===== config.mk =====
export PLATFORM = sky130hd
export DESIGN_NAME = rmode_addr_gen
export DESIGN_NICKNAME = d
export VERILOG_FILES = /design/src/rtl/seg_agen_pkg.sv /design/src/rtl/seg_state.sv /design/src/rtl/seg_pick.sv /design/src/rtl/addr_sum.sv /design/src/rtl/rmode_addr_gen.sv
export SDC_FILE = /design/constraint.sdc
export NUM_CORES = 1
export LEC_CHECK = 0
export ABC_CLOCK_PERIOD_IN_PS = 3390
export BUFFER_PORTS_ARGS = -buffer_cell sky130_fd_sc_hd__buf_4
export CAP_MARGIN = 20
export CORE_MARGIN = 1.5
export CORE_UTILIZATION = 53
export DETAILED_ROUTE_END_ITERATION = 12
export MAX_ROUTING_LAYER = met4
export PLACE_DENSITY = 0.77
export SYNTH_ARGS = -nofsm -noshare
export SYNTH_HDL_FRONTEND = slang
export SYNTH_HIERARCHICAL = 1
export SYNTH_SLANG_ARGS = --single-unit

===== constraint.sdc =====
create_clock -name clk -period 3.39 [get_ports clk]
set_clock_uncertainty 0.2 [all_clocks]
set_input_delay 0.339 -clock clk [delete_from_list [all_inputs] [get_ports clk]]
set_output_delay 0.339 -clock clk [all_outputs]
set_load 0.01 [all_outputs]

===== src/rtl/seg_agen_pkg.sv =====
package seg_agen_pkg;
    localparam int SEG_W   = 16;
    localparam int OFF_W   = 16;
    localparam int SHIFT   = 4;
    localparam int NUM_SEG = 6;
    localparam int IDX_W   = 3;
    localparam int ADDR_W  = SEG_W + SHIFT + 1;

    localparam logic [IDX_W-1:0] IDX_CODE  = 3'd0;
    localparam logic [IDX_W-1:0] IDX_STACK = 3'd5;

    typedef enum logic [1:0] {
        ACC_DATA  = 2'd0,
        ACC_FETCH = 2'd1,
        ACC_STACK = 2'd2,
        ACC_RSVD  = 2'd3
    } acc_kind_e;

    typedef logic [NUM_SEG-1:0][SEG_W-1:0] seg_bank_t;

    typedef struct packed {
        seg_bank_t seg;
        logic      gate;
    } seg_state_t;
endpackage


===== src/rtl/seg_state.sv =====
module seg_state
    import seg_agen_pkg::*;
(
    input  logic             clk,
    input  logic             rst_n,
    input  logic             wr_en,
    input  logic [IDX_W-1:0] wr_idx,
    input  logic [SEG_W-1:0] wr_val,
    input  logic             gate_we,
    input  logic             gate_val,
    output seg_bank_t        bank,
    output logic             gate
);
    seg_state_t state_d, state_q;

    always_comb begin
        state_d = state_q;
        for (int i = 0; i < NUM_SEG; i++) begin
            if (wr_en && (wr_idx == IDX_W'(i))) begin
                state_d.seg[i] = wr_val;
            end
        end
        if (gate_we) begin
            state_d.gate = gate_val;
        end
    end

    always_ff @(posedge clk) begin
        if (!rst_n) begin
            state_q <= '0;
        end else begin
            state_q <= state_d;
        end
    end

    assign bank = state_q.seg;
    assign gate = state_q.gate;
endmodule


===== src/rtl/seg_pick.sv =====
module seg_pick
    import seg_agen_pkg::*;
(
    input  seg_bank_t        bank,
    input  logic [1:0]       kind,
    input  logic [IDX_W-1:0] sel,
    output logic [SEG_W-1:0] base,
    output logic             err
);
    always_comb begin
        base = '0;
        err  = 1'b0;
        case (acc_kind_e'(kind))
            ACC_FETCH: base = bank[IDX_CODE];
            ACC_STACK: base = bank[IDX_STACK];
            ACC_DATA: begin
                if (sel < IDX_W'(NUM_SEG)) begin
                    base = bank[sel];
                end else begin
                    err = 1'b1;
                end
            end
            default: err = 1'b1;
        endcase
    end
endmodule


===== src/rtl/addr_sum.sv =====
module addr_sum
    import seg_agen_pkg::*;
(
    input  logic [SEG_W-1:0]  base,
    input  logic [OFF_W-1:0]  off,
    input  logic              gate,
    output logic [ADDR_W-1:0] addr
);
    logic [ADDR_W-1:0] raw;

    always_comb begin
        raw  = {1'b0, base, {SHIFT{1'b0}}} + ADDR_W'(off);
        addr = {raw[ADDR_W-1] & gate, raw[ADDR_W-2:0]};
    end
endmodule


===== src/rtl/rmode_addr_gen.sv =====
module rmode_addr_gen
    import seg_agen_pkg::*;
(
    input  logic        clk,
    input  logic        rst_n,
    input  logic        seg_wr_en,
    input  logic [2:0]  seg_wr_idx,
    input  logic [15:0] seg_wr_val,
    input  logic        gate_we,
    input  logic        gate_val,
    input  logic [1:0]  acc_kind,
    input  logic [2:0]  acc_sel,
    input  logic [15:0] acc_off,
    output logic [20:0] phys_addr,
    output logic        sel_err
);
    seg_bank_t        bank;
    logic             gate_q;
    logic [SEG_W-1:0] base_used;

    seg_state u_state (
        .clk     (clk),
        .rst_n   (rst_n),
        .wr_en   (seg_wr_en),
        .wr_idx  (seg_wr_idx),
        .wr_val  (seg_wr_val),
        .gate_we (gate_we),
        .gate_val(gate_val),
        .bank    (bank),
        .gate    (gate_q)
    );

    seg_pick u_pick (
        .bank(bank),
        .kind(acc_kind),
        .sel (acc_sel),
        .base(base_used),
        .err (sel_err)
    );

    addr_sum u_sum (
        .base(base_used),
        .off (acc_off),
        .gate(gate_q),
        .addr(phys_addr)
    );
endmodule


==> key figures <==
Outcome
  – Status: finished, violations left
  – Failing checks: setup timing

Global routing
  – First-pass GRT wire length: ~24000 µm
  – Vias in the first global route: 4670
  – Global-route usage over all layers: 29.1%
  – Largest net degree at the start of global routing: 80
  – Total congestion overflow: 0
  – Initial antenna violation count: 0

Worst setup path
  – Worst Setup End Kind: output pin
  – RR Startpoint: u_state/bank[4]
  – CP Data Required Time: roughly 2900 ps
  – WS Path Type: flip-flop to output pin
  – R2R Setup Slk: 2390 ps
  – Arrival @ worst endpoint: about 3000 ps
  – Largest fanout on the critical path: 4
  – Critical path launch point type: flip-flop
  – R2R Path End: u_state/bank[4]
  – R2R cell count: 3

Die
  – Die ar.: between 10000 and 15000 µm²
  – Die H: 104 µm
  – IO Count: between 60 and 70
  – Rows: 36
  – Initial Utilization: 55.0%
  – CORE AREA: roughly 10000 µm²
  – Die width: 104 µm

Synthesis
  – Post-Synthesis Net Count: 633
  – Synth cell count leaders: mux2i_1 (129), nand2_1 (118), dfxtp_1 (97), buf_2 (20), nor2b_1 (19)
  – Synth area leaders: dfxtp_1 (36%), mux2i_1 (24%), nand2_1 (8.2%), ha_1 (3.7%), a22o_1 (2.6%)
  – Async SR Flop Fraction: 0%
  – Largest area contributor in the netlist: dfxtp_1
  – Yosys warns: 6
  – Synthesized instance count: roughly 570
  – EDFF count, synth: 0
  – Syn avg cell area: 9.47 µm²
  – Sequential share of the synthesized area: 35.9%
  – Mapped Area: 5410 µm²
  – Top_reg_cell synth: dfxtp_1
  – Top cell type's share of synthesized area: 35.9%
  – Library cells used by synthesis: between 40 and 50
  – FF+latch count, synth: 97
  – Most common cell in the netlist: mux2i_1

Cells and area
  – Layout Nets: 731
  – Share of cells above drive strength 1: 31.0%
  – Final cell count without fillers: 807
  – Area delta synth->final: 26.0%
  – ANT cells: 0
  – Util after Layout: 69.4%
  – Post-route design area: 6810 µm²

Route
  – 1st-iter DRT viols: 291
  – Final antenna-violating net count: 0
  – Drt first pass iters: 5
  – Post-DR wirelength/cell: 19.7 µm
  – Final wirelength: 15900 µm
  – Routed vias: roughly 4900
  – Average vias per placed instance: 6.03
  – Drt drc: 0

Pwr
  – Leakage: 3.27 nW
  – Worst vdd ir: 0.218 mV
  – Cell area power density: 369 nW/µm²

Job
  – Total of max-cap violations: 0

Worst hold path
  – Hold path startpoint: gate_val
  – Hold depth: 3
  – HP Class: input port to flip-flop
  – Worst Hold Endpoint: u_state/gate

Placement
  – Post-Place Cell Area: 6220 µm²
  – Port Buffers: 58
  – Dpl cells: 777
  – Post-DP HPWL: roughly 10000 µm
  – RD Place Congestion: between 0.8 and 0.9

Timing
  – Max Slew Vio Count: 0
  – Hold_ws: 19.9 ps
  – Max frequency: around 280 MHz
  – Worst Max-Slew Pin Slew: 1240 ps
  – Final period utilization: 105%
  – Fin worst setup slack: -159 ps
  – # setup viols final: 11
  – RSZ-0062 raised after global routing: yes
  – Minimum clock period: 3550 ps
  – Max_slew headroom: 17.2%
  – Final Hold Viols: 0

Clock network
  – CTS tree: done
  – Cts hold-fix bufs: 0
  – Clock root cell: clkbuf_8
  – H-tree levels: 3
  – Clk_lat worst skew: about 380 ps
  – Cts bufs inserted: 9
  – Clk buf depth: 2
  – Clk sinks: 97
  – Clock transition at the registers of the reported paths: 100 ps
critical path: stages, from the launching register on:
cell and delay, ps:
dfxtp_2 390, mux2i_1 130, a22o_1 240, o32ai_2 250, ha_1 310, a21o_1 190
a31o_4 220, a2111oi_4 430, o21ai_1 150, xor2_1 160, buf_4 160
power breakdown:
| group | internal, mW | switching (mW) | total, mW |
|---|---|---|---|
| registers | 1.16 | 0.0168 | 1.18 |
| logic | 0.222 | 0.245 | 0.467 |
| clock network | 0.441 | 0.425 | 0.866 |
| total | 1.83 | 0.686 | 2.51 |
cells by family (layout without fill, tap and decap cells):
logic type | Yosys count | after routing | share of synthesized area [%]
AOI/OAI and AO/OA | 93 | 93 | 13.6
xor gates and xnor gates | 12 | 12 | 1.94
and+or+nand+nor | 168 | 168 | 14.3
adders and majority gates | 17 | 17 | 4.07
DFF | 97 | 97 | 35.9
muxes | 129 | 129 | 23.9
buffers and inverters | 55 | 158 | 6.30
layer usage:
metal	share of wire (%)	global-route usage, %	vias up
li1	-	-	2230
met1	42	36.0	2353
met2	48	46.9	230
met3	7.3	5.95	54
met4	3.0	10.8	0
met5	0	-	-
state kept, by name, indices dropped and copies added (netlist names):
| name | flops |
|---|---|
| u_state/bank | 96 |
| u_state/gate | 1 |
stage by stage:
step,setup TNS (ps),setup slack (ps),power (mW)
final,-1120,-159,2.51
after global routing,-1730,-231,2.59
after floorplan,0,28.3,1.45
after detailed placement,-830,-133,1.62
after CTS,-2.08,-2.08,2.49
after global placement,-237,-56.1,1.60
timing repair:
action / 4_1_cts / 5_1_grt
endpoints found under the setup margin: 10 / 10
pin swaps: 13 / 31
resized for setup: 24 / 34
setup buffers: 6 / 8
how the worst max path moves through the flow:
| stage | startpoint | endpoint | slack (ps) |
|---|---|---|---|
| after floorplan | acc_kind[0] | phys_addr[13] | 30 |
| after global placement | acc_kind[0] | phys_addr[20] | -60 |
| after detailed placement | acc_kind[0] | phys_addr[20] | -130 |
| after CTS | u_state/bank[36] | phys_addr[20] | -2 |
| after global routing | u_state/bank[84] | phys_addr[19] | -230 |
| final | u_state/bank[84] | phys_addr[19] | -160 |
cell type report:
class	count	area (µm²)
Clock buffer	11	141
Clock inverter	5	85.1
Fill cell	713	3010
Inverter	4	15.0
Multi-Input combinational cell	419	3370
Sequential cell	97	1960
Tap cell	133	166
Timing Repair Buffer	138	1080
cells in the final DEF, fill, tap and decap left out, types with 5 or more instances in the layout:
cell type	count
o32ai_1	8
xor2_1	8
ha_2	5
mux2i_1	129
dfxtp_1	84
nand2_1	118
a22oi_1	10
a211oi_1	11
buf_4	132
dfxtp_2	13
o21ai_1	5
a22oi_2	6
clkbuf_8	10
a22o_1	16
nor2b_1	19
ha_1	10
o32ai_2	6
No activity file was read; power rests on OpenSTA's default activity.
